$ cat src/rtl/sbsram_pkg.sv
package sbsram_pkg;

    typedef enum logic [1:0] {
        ST_IDLE  = 2'd0,
        ST_RD    = 2'd1,
        ST_WR    = 2'd2,
        ST_SLEEP = 2'd3
    } sb_state_e;

    // Low two address bits for a given beat of a burst.
    function automatic logic [1:0] burst_lo(input logic [1:0] base,
                                            input logic [1:0] beat,
                                            input logic       linear);
        return linear ? (base + beat) : (base ^ beat);
    endfunction

endpackage

$ cat src/rtl/sbsram_burst_ctr.sv
module sbsram_burst_ctr
    import sbsram_pkg::*;
#(
    parameter int ADDR_W = 6
) (
    input  logic              clk,
    input  logic              rst_n,
    input  logic              load_i,
    input  logic              adv_i,
    input  logic              linear_i,
    input  logic [ADDR_W-1:0] addr_i,
    output logic [ADDR_W-1:0] cur_addr_o,
    output logic [ADDR_W-1:0] nxt_addr_o
);
    localparam int HI_W = ADDR_W - 2;

    logic [HI_W-1:0] hi_q, hi_d;
    logic [1:0]      lo0_q, lo0_d;
    logic [1:0]      cnt_q, cnt_d;

    always_comb begin
        hi_d  = hi_q;
        lo0_d = lo0_q;
        cnt_d = cnt_q;
        if (load_i) begin
            hi_d  = addr_i[ADDR_W-1:2];
            lo0_d = addr_i[1:0];
            cnt_d = 2'd0;
        end else if (adv_i) begin
            cnt_d = cnt_q + 2'd1;
        end
    end

    always_ff @(posedge clk or negedge rst_n) begin
        if (!rst_n) begin
            hi_q  <= '0;
            lo0_q <= '0;
            cnt_q <= '0;
        end else begin
            hi_q  <= hi_d;
            lo0_q <= lo0_d;
            cnt_q <= cnt_d;
        end
    end

    assign cur_addr_o = {hi_q, burst_lo(lo0_q, cnt_q, linear_i)};
    assign nxt_addr_o = {hi_d, burst_lo(lo0_d, cnt_d, linear_i)};


    hold_addr_chk: assert property (@(posedge clk) disable iff (!rst_n)
        (!load_i && !adv_i) |=> (cur_addr_o == $past(cur_addr_o) || linear_i != $past(linear_i)));


    lin_step_chk: assert property (@(posedge clk) disable iff (!rst_n)
        (!load_i && adv_i && linear_i) |=>
            (!linear_i || (cur_addr_o[1:0] == $past(cur_addr_o[1:0]) + 2'd1
                           && cur_addr_o[ADDR_W-1:2] == $past(cur_addr_o[ADDR_W-1:2]))));

endmodule

$ cat src/rtl/sbsram_lane_wen.sv
module sbsram_lane_wen #(
    parameter int LANES = 4
) (
    input  logic             gw_n_i,
    input  logic             bwe_n_i,
    input  logic [LANES-1:0] bw_n_i,
    output logic [LANES-1:0] lane_req_o
);
    for (genvar g = 0; g < LANES; g++) begin : g_lane
        assign lane_req_o[g] = !gw_n_i || (!bwe_n_i && !bw_n_i[g]);
    end
endmodule

$ cat src/rtl/sbsram_array.sv
module sbsram_array #(
    parameter int ADDR_W = 6,
    parameter int LANES  = 4,
    parameter int LANE_W = 9
) (
    input  logic                    clk,
    input  logic [LANES-1:0]        lane_we_i,
    input  logic [ADDR_W-1:0]       waddr_i,
    input  logic [LANES*LANE_W-1:0] wdata_i,
    input  logic [ADDR_W-1:0]       raddr_i,
    output logic [LANES*LANE_W-1:0] rdata_o
);
    localparam int DEPTH = 1 << ADDR_W;

    for (genvar g = 0; g < LANES; g++) begin : g_lane
        logic [LANE_W-1:0] mem [DEPTH];

        always_ff @(posedge clk) begin
            if (lane_we_i[g]) begin
                mem[waddr_i] <= wdata_i[g*LANE_W +: LANE_W];
            end
        end

        assign rdata_o[g*LANE_W +: LANE_W] = mem[raddr_i];
    end
endmodule

$ cat src/rtl/sbsram_core.sv
module sbsram_core
    import sbsram_pkg::*;
#(
    parameter int ADDR_W = 6,
    parameter int LANES  = 4,
    parameter int LANE_W = 9
) (
    input  logic                    clk,
    input  logic                    rst_n,
    input  logic                    sleep_i,
    input  logic                    ce_n_i,
    input  logic                    cs_a_n_i,
    input  logic                    cs_b_n_i,
    input  logic                    adsp_n_i,
    input  logic                    adsc_n_i,
    input  logic                    adv_n_i,
    input  logic                    lbo_n_i,
    input  logic                    gw_n_i,
    input  logic                    bwe_n_i,
    input  logic [LANES-1:0]        bw_n_i,
    input  logic                    oe_n_i,
    input  logic [ADDR_W-1:0]       addr_i,
    input  logic [LANES*LANE_W-1:0] wdata_i,
    output logic [LANES*LANE_W-1:0] rdata_o,
    output logic                    dq_oe_o
);
    localparam int DATA_W = LANES * LANE_W;

    sb_state_e          state_q, state_d;
    logic               sel, strobe, active, wr_req, load, adv;
    logic [LANES-1:0]   lane_req, lane_we;
    logic [ADDR_W-1:0]  cur_addr, nxt_addr;
    logic [DATA_W-1:0]  arr_rdata;

    assign sel    = !ce_n_i && !cs_a_n_i && !cs_b_n_i;
    assign strobe = (!adsp_n_i && !ce_n_i) || !adsc_n_i;
    assign active = (state_q == ST_RD) || (state_q == ST_WR);
    assign wr_req = |lane_req;

    // Next-state logic.
    always_comb begin
        state_d = state_q;
        if (sleep_i) begin
            state_d = ST_SLEEP;
        end else begin
            unique case (state_q)
                ST_IDLE, ST_SLEEP: begin
                    if (strobe && sel) state_d = wr_req ? ST_WR : ST_RD;
                    else               state_d = ST_IDLE;
                end
                ST_RD, ST_WR: begin
                    if (strobe && !sel) state_d = ST_IDLE;
                    else                state_d = wr_req ? ST_WR : ST_RD;
                end
            endcase
        end
    end

    // State register.
    always_ff @(posedge clk or negedge rst_n) begin
        if (!rst_n) state_q <= ST_IDLE;
        else        state_q <= state_d;
    end

    assign load    = !sleep_i && strobe && sel;
    assign adv     = !sleep_i && !strobe && active && !adv_n_i;
    assign lane_we = (state_d == ST_WR) ? lane_req : '0;

    // Output logic: flow-through, gated asynchronously.
    always_comb begin
        dq_oe_o = (state_q == ST_RD) && !oe_n_i && !sleep_i;
        rdata_o = dq_oe_o ? arr_rdata : '0;
    end

    sbsram_burst_ctr #(.ADDR_W(ADDR_W)) u_ctr (
        .clk        (clk),
        .rst_n      (rst_n),
        .load_i     (load),
        .adv_i      (adv),
        .linear_i   (!lbo_n_i),
        .addr_i     (addr_i),
        .cur_addr_o (cur_addr),
        .nxt_addr_o (nxt_addr)
    );

    sbsram_lane_wen #(.LANES(LANES)) u_wen (
        .gw_n_i     (gw_n_i),
        .bwe_n_i    (bwe_n_i),
        .bw_n_i     (bw_n_i),
        .lane_req_o (lane_req)
    );

    sbsram_array #(.ADDR_W(ADDR_W), .LANES(LANES), .LANE_W(LANE_W)) u_arr (
        .clk       (clk),
        .lane_we_i (lane_we),
        .waddr_i   (nxt_addr),
        .wdata_i   (wdata_i),
        .raddr_i   (cur_addr),
        .rdata_o   (arr_rdata)
    );


    sleep_quiet_chk: assert property (@(posedge clk) disable iff (!rst_n)
        sleep_i |-> (!dq_oe_o && lane_we == '0));


    oe_quiet_chk: assert property (@(posedge clk) disable iff (!rst_n)
        oe_n_i |-> !dq_oe_o);


    desel_one_cycle_chk: assert property (@(posedge clk) disable iff (!rst_n)
        (!sleep_i && !adsc_n_i && !sel) |=> (!dq_oe_o && $past(lane_we) == '0));


    gw_all_lanes_chk: assert property (@(posedge clk) disable iff (!rst_n)
        !gw_n_i |-> (&lane_req));


    no_enable_no_write_chk: assert property (@(posedge clk) disable iff (!rst_n)
        (gw_n_i && bwe_n_i) |-> (lane_we == '0));


    write_hides_out_chk: assert property (@(posedge clk) disable iff (!rst_n)
        (state_q == ST_WR) |-> !dq_oe_o);

endmodule

$ cat config.mk
export PLATFORM = sky130hd
export DESIGN_NAME = sbsram_core
export DESIGN_NICKNAME = d
export VERILOG_FILES = /design/src/rtl/sbsram_pkg.sv /design/src/rtl/sbsram_burst_ctr.sv /design/src/rtl/sbsram_lane_wen.sv /design/src/rtl/sbsram_array.sv /design/src/rtl/sbsram_core.sv
export SDC_FILE = /design/constraint.sdc
export NUM_CORES = 2
export LEC_CHECK = 0
export ABC_CLOCK_PERIOD_IN_PS = 4430
export BUFFER_PORTS_ARGS = -buffer_cell sky130_fd_sc_hd__clkbuf_2
export CORE_ASPECT_RATIO = 1.75
export CORE_MARGIN = 2
export CORE_UTILIZATION = 30
export DETAILED_ROUTE_END_ITERATION = 16
export PLACE_DENSITY = 0.46
export SLEW_MARGIN = 20
export SYNTH_ARGS = -nofsm -noshare
export SYNTH_HDL_FRONTEND = slang
export SYNTH_SLANG_ARGS = --single-unit
$ cat constraint.sdc
create_clock -name clk -period 4.43 [get_ports clk]
set_input_delay 0 -clock clk [delete_from_list [all_inputs] [get_ports clk]]
set_output_delay 0 -clock clk [all_outputs]
set_load 0.1 [all_outputs]
==> out/metrics.csv <==
metric;value;unit
grt_pass1_vias;58740;
crit_arrival;4.37;ns
setup_violations;0;
final_cell_count_no_fill;10433;
drtIter0Drc;5716;
io_pins;96;
ys_types;61;
layout.nets;6177;
yosysSeqAreaShare;72.53;%
wl;344500;um
cellLeakagePower;35.22;nW
fmax;228.9;MHz
drc_errors;0;
vias_per_cell;5.498;
syn_to_final_growth;17.59;%
synth_fp_nets;5803;
rows;274;
place_area;104200;um2
synth-edff-count;2304;
status;finished clean;
holdWs;0.03964;ns
crit_type;reg2out;
drtPass1Iterations;5;
ant_nets;0;
cts_buffer_depth;4;
relSlewSlack;18.73;%
crit-reg2reg-launch;state_q[0];
syn_avg_cell_area;16.68;um2
irDropWorstVdd;0.4915;mV
slew_viol_final;0;
vias;57358;
max_cap_viol_count;0;
grt_first_pass_wirelength;473800;um
regArea;69450;um2
power.density;589.4;nW/um2
period_share;98.64;%
routabilityCongestion;0.8503;
die_y;751.3;um
crit_path_end_kind;output port;
design_area;112600;um2
critPathLaunchType;flop;
worst_slew_pin_slew;1.219;ns
min_path_type;in2reg;
dieArea;323800;um2
port_buffers;95;
htreeDepth;4;
wire_per_inst;33.02;um
insertion_delay;0.90;ns
yosys_most_used_dff;edfxtp_1;
crit_fanout;12;
clock_sinks;2314;
die_w;431.0;um
layout_min_cycle_time;4.370;ns
required;4.43;ns
dp.cells;9955;
rsz0062_at_grt;yes;
synth_area;95730;um2
min_from;wdata_i[31];
synth_seq_cells;2314;
cts_tree;yes;
startpoint;u_ctr.hi_q[1];
grt-ovfl-total;0;
finClkSkew;0.05056;ns
synth_cells;5741;
multi_input_area;25350;um2
core;317800;um2
synth_async_sr_flop_share;0.4322;%
antenna_found_initial;19;
hpwl;220800;um
path_clk_slew;0.07;ns
layout-drive-gt1-share;22.92;%
grt_usage;20.79;%
grt_max_degree;93;
yosysWarnings;0;
start_util;30.12;%
final_hold_viol_count;0;
nFillCells;29687;
numCtsBuffers;214;
clockRootBuffer;clkbuf_16;
-- power breakdown --
part           internal (W)  leakage (nW)  switching [W]  total, W
Combinational       0.00902          11.2         0.0147    0.0237
Clock               0.00997          3.24        0.00837    0.0183
Sequential           0.0242          20.8       0.000112    0.0243
-- registers in the layout, indices dropped and copies added, names as in the netlist --
| register | cells |
|---|---|
| u_ctr.cnt_q | 2 |
| u_ctr.lo0_q | 2 |
| u_arr.g_lane.mem | 2304 |
| state_q | 2 |
| u_ctr.hi_q | 4 |
-- through the flow --
| step | power, W | TNS [ns] | util, % | setup slack [ns] |
|---|---|---|---|---|
| after floorplan | 0.03759 | -7.513 | - | -0.3428 |
| after global placement | 0.04745 | -0.03135 | 32.79 | -0.03135 |
| after detailed placement | 0.04760 | -0.004845 | 32.80 | -0.004845 |
| after CTS | 0.06676 | -0.003717 | 35.32 | -0.003717 |
| after global routing | 0.06831 | -0.01336 | 35.41 | -0.01323 |
| final | 0.06635 | 0 | 35.42 | 0.06039 |
-- cell usage in the layout (no fill, tap or decap), types with 11 or more instances in the layout --
cell type,Yosys,routed
edfxtp_1,2304,2304
nand2_1,396,388
buf_4,7,360
mux4_2,353,353
nor2_1,410,331
mux2i_1,311,311
nor3_1,224,224
clkbuf_16,0,217
o21ai_0,212,209
o211ai_1,95,95
mux2_2,92,92
buf_12,0,83
o22ai_1,78,76
a21oi_1,72,72
nor2_2,0,71
o221ai_1,67,67
nor4_1,71,61
dlygate4sd3_1,0,59
clkbuf_2,0,59
nor2b_1,62,58
a31oi_1,55,54
a311oi_1,54,52
clkinv_1,1,51
and3_1,43,43
clkinv_2,0,39
a211oi_1,45,37
clkbuf_1,268,36
o2111ai_1,35,33
a221oi_1,36,32
nand3_1,31,28
nand2b_1,25,24
o31ai_1,38,23
or4_1,22,22
o311ai_0,21,21
o21bai_1,18,18
bufinv_16,0,18
clkinvlp_4,0,16
a311o_1,14,14
a41o_1,11,11
o2bb2ai_1,14,11
-- synthesized netlist by cell type, drive strengths merged (25+ instances only) --
| cell | number | area, um2 |
|---|---|---|
| o211ai | 95 | 713.2 |
| nor4 | 71 | 444.2 |
| o2111ai | 35 | 306.5 |
| a211oi | 45 | 337.8 |
| a31oi | 55 | 344.1 |
| clkbuf | 268 | 1006 |
| o21ai | 220 | 1101 |
| a21oi | 72 | 360.4 |
| mux2 | 92 | 1036 |
| a311oi | 54 | 473.0 |
| o221ai | 67 | 586.8 |
| nand3 | 31 | 155.2 |
| nor3 | 224 | 1121 |
| nor2 | 410 | 1539 |
| nand2 | 396 | 1486 |
| nor2b | 62 | 387.9 |
| mux2i | 311 | 3113 |
| o31ai | 38 | 285.3 |
| a221oi | 36 | 315.3 |
| o22ai | 78 | 488.0 |
| mux4 | 353 | 7950 |
| nand2b | 25 | 156.4 |
| and3 | 43 | 269.0 |
| edfxtp | 2304 | 69190 |
| buf | 162 | 767.0 |
-- routing by layer --
| metal | vias to the layer above | GRT usage (%) | wire length (um) | share of wire [%] |
|---|---|---|---|---|
| met4 | 4 | 11.37 | 21700 | 6.3 |
| met5 | - | 0 | 27 | 0.0078 |
| met3 | 641 | 2.009 | 16720 | 4.9 |
| met1 | 30690 | 23.98 | 126600 | 37 |
| li1 | 23951 | - | - | - |
| met2 | 2072 | 37.78 | 179500 | 52 |
-- repair_timing --
action,in CTS,in global routing
endpoints found under the hold margin,1233,0
resized for setup,67,87
cloned,7,1
setup buffers,16,1
endpoints found under the setup margin,36,791
hold buffers,59,0
pin swaps,4,1
-- area by class of cell --
class	instances	share of cell area, %
Clock buffer	252	4.922
Multi-Input combinational cell	2990	22.52
Timing Repair Buffer	588	5.204
Inverter	7	0.02890
Tap cell	4140	4.602
Antenna cell	10	0.02223
Clock inverter	132	1.013
Sequential cell	2314	61.69
-- logic make-up (layout without fill, tap and decap cells) --
family | after synthesis | after routing | share of synthesized area [%]
mux | 756 | 756 | 12.64
compound gates | 908 | 908 | 6.609
buf+inv | 437 | 979 | 1.879
xor+xnor | 6 | 6 | 0.07058
simple gates | 1317 | 1317 | 6.230
other cells | 0 | 10 | 0
flops | 2314 | 2314 | 72.53
fa+ha+maj | 3 | 3 | 0.03921
-- critical path, stage by stage (launching register included) --
cell,delay (ns)
dfrtp_2,0.51
inv_2,0.33
buf_4,0.48
nor2_4,0.07
nand2_4,0.36
buf_4,0.27
o22ai_1,0.20
a311o_1,0.41
o2bb2ai_1,0.57
buf_12,0.26
-- path summary, 6_finish.rpt --
path / end / cells past startpoint / slack, ns
hold reg to reg: u_ctr.hi_q[3] / 2 / 0.82
max in group asynchronous: u_ctr.hi_q[2] / 3 / 3.59
setup / recovery: rdata_o[15] / 9 / 0.06
min in group asynchronous: u_ctr.hi_q[0] / 3 / 0.31
hold / removal: u_arr.g_lane[3].mem[27][4] / 1 / 0.04
setup reg to reg: u_arr.g_lane[3].mem[12][8] / 12 / 0.29
No activity file was read; power rests on OpenSTA's default activity.
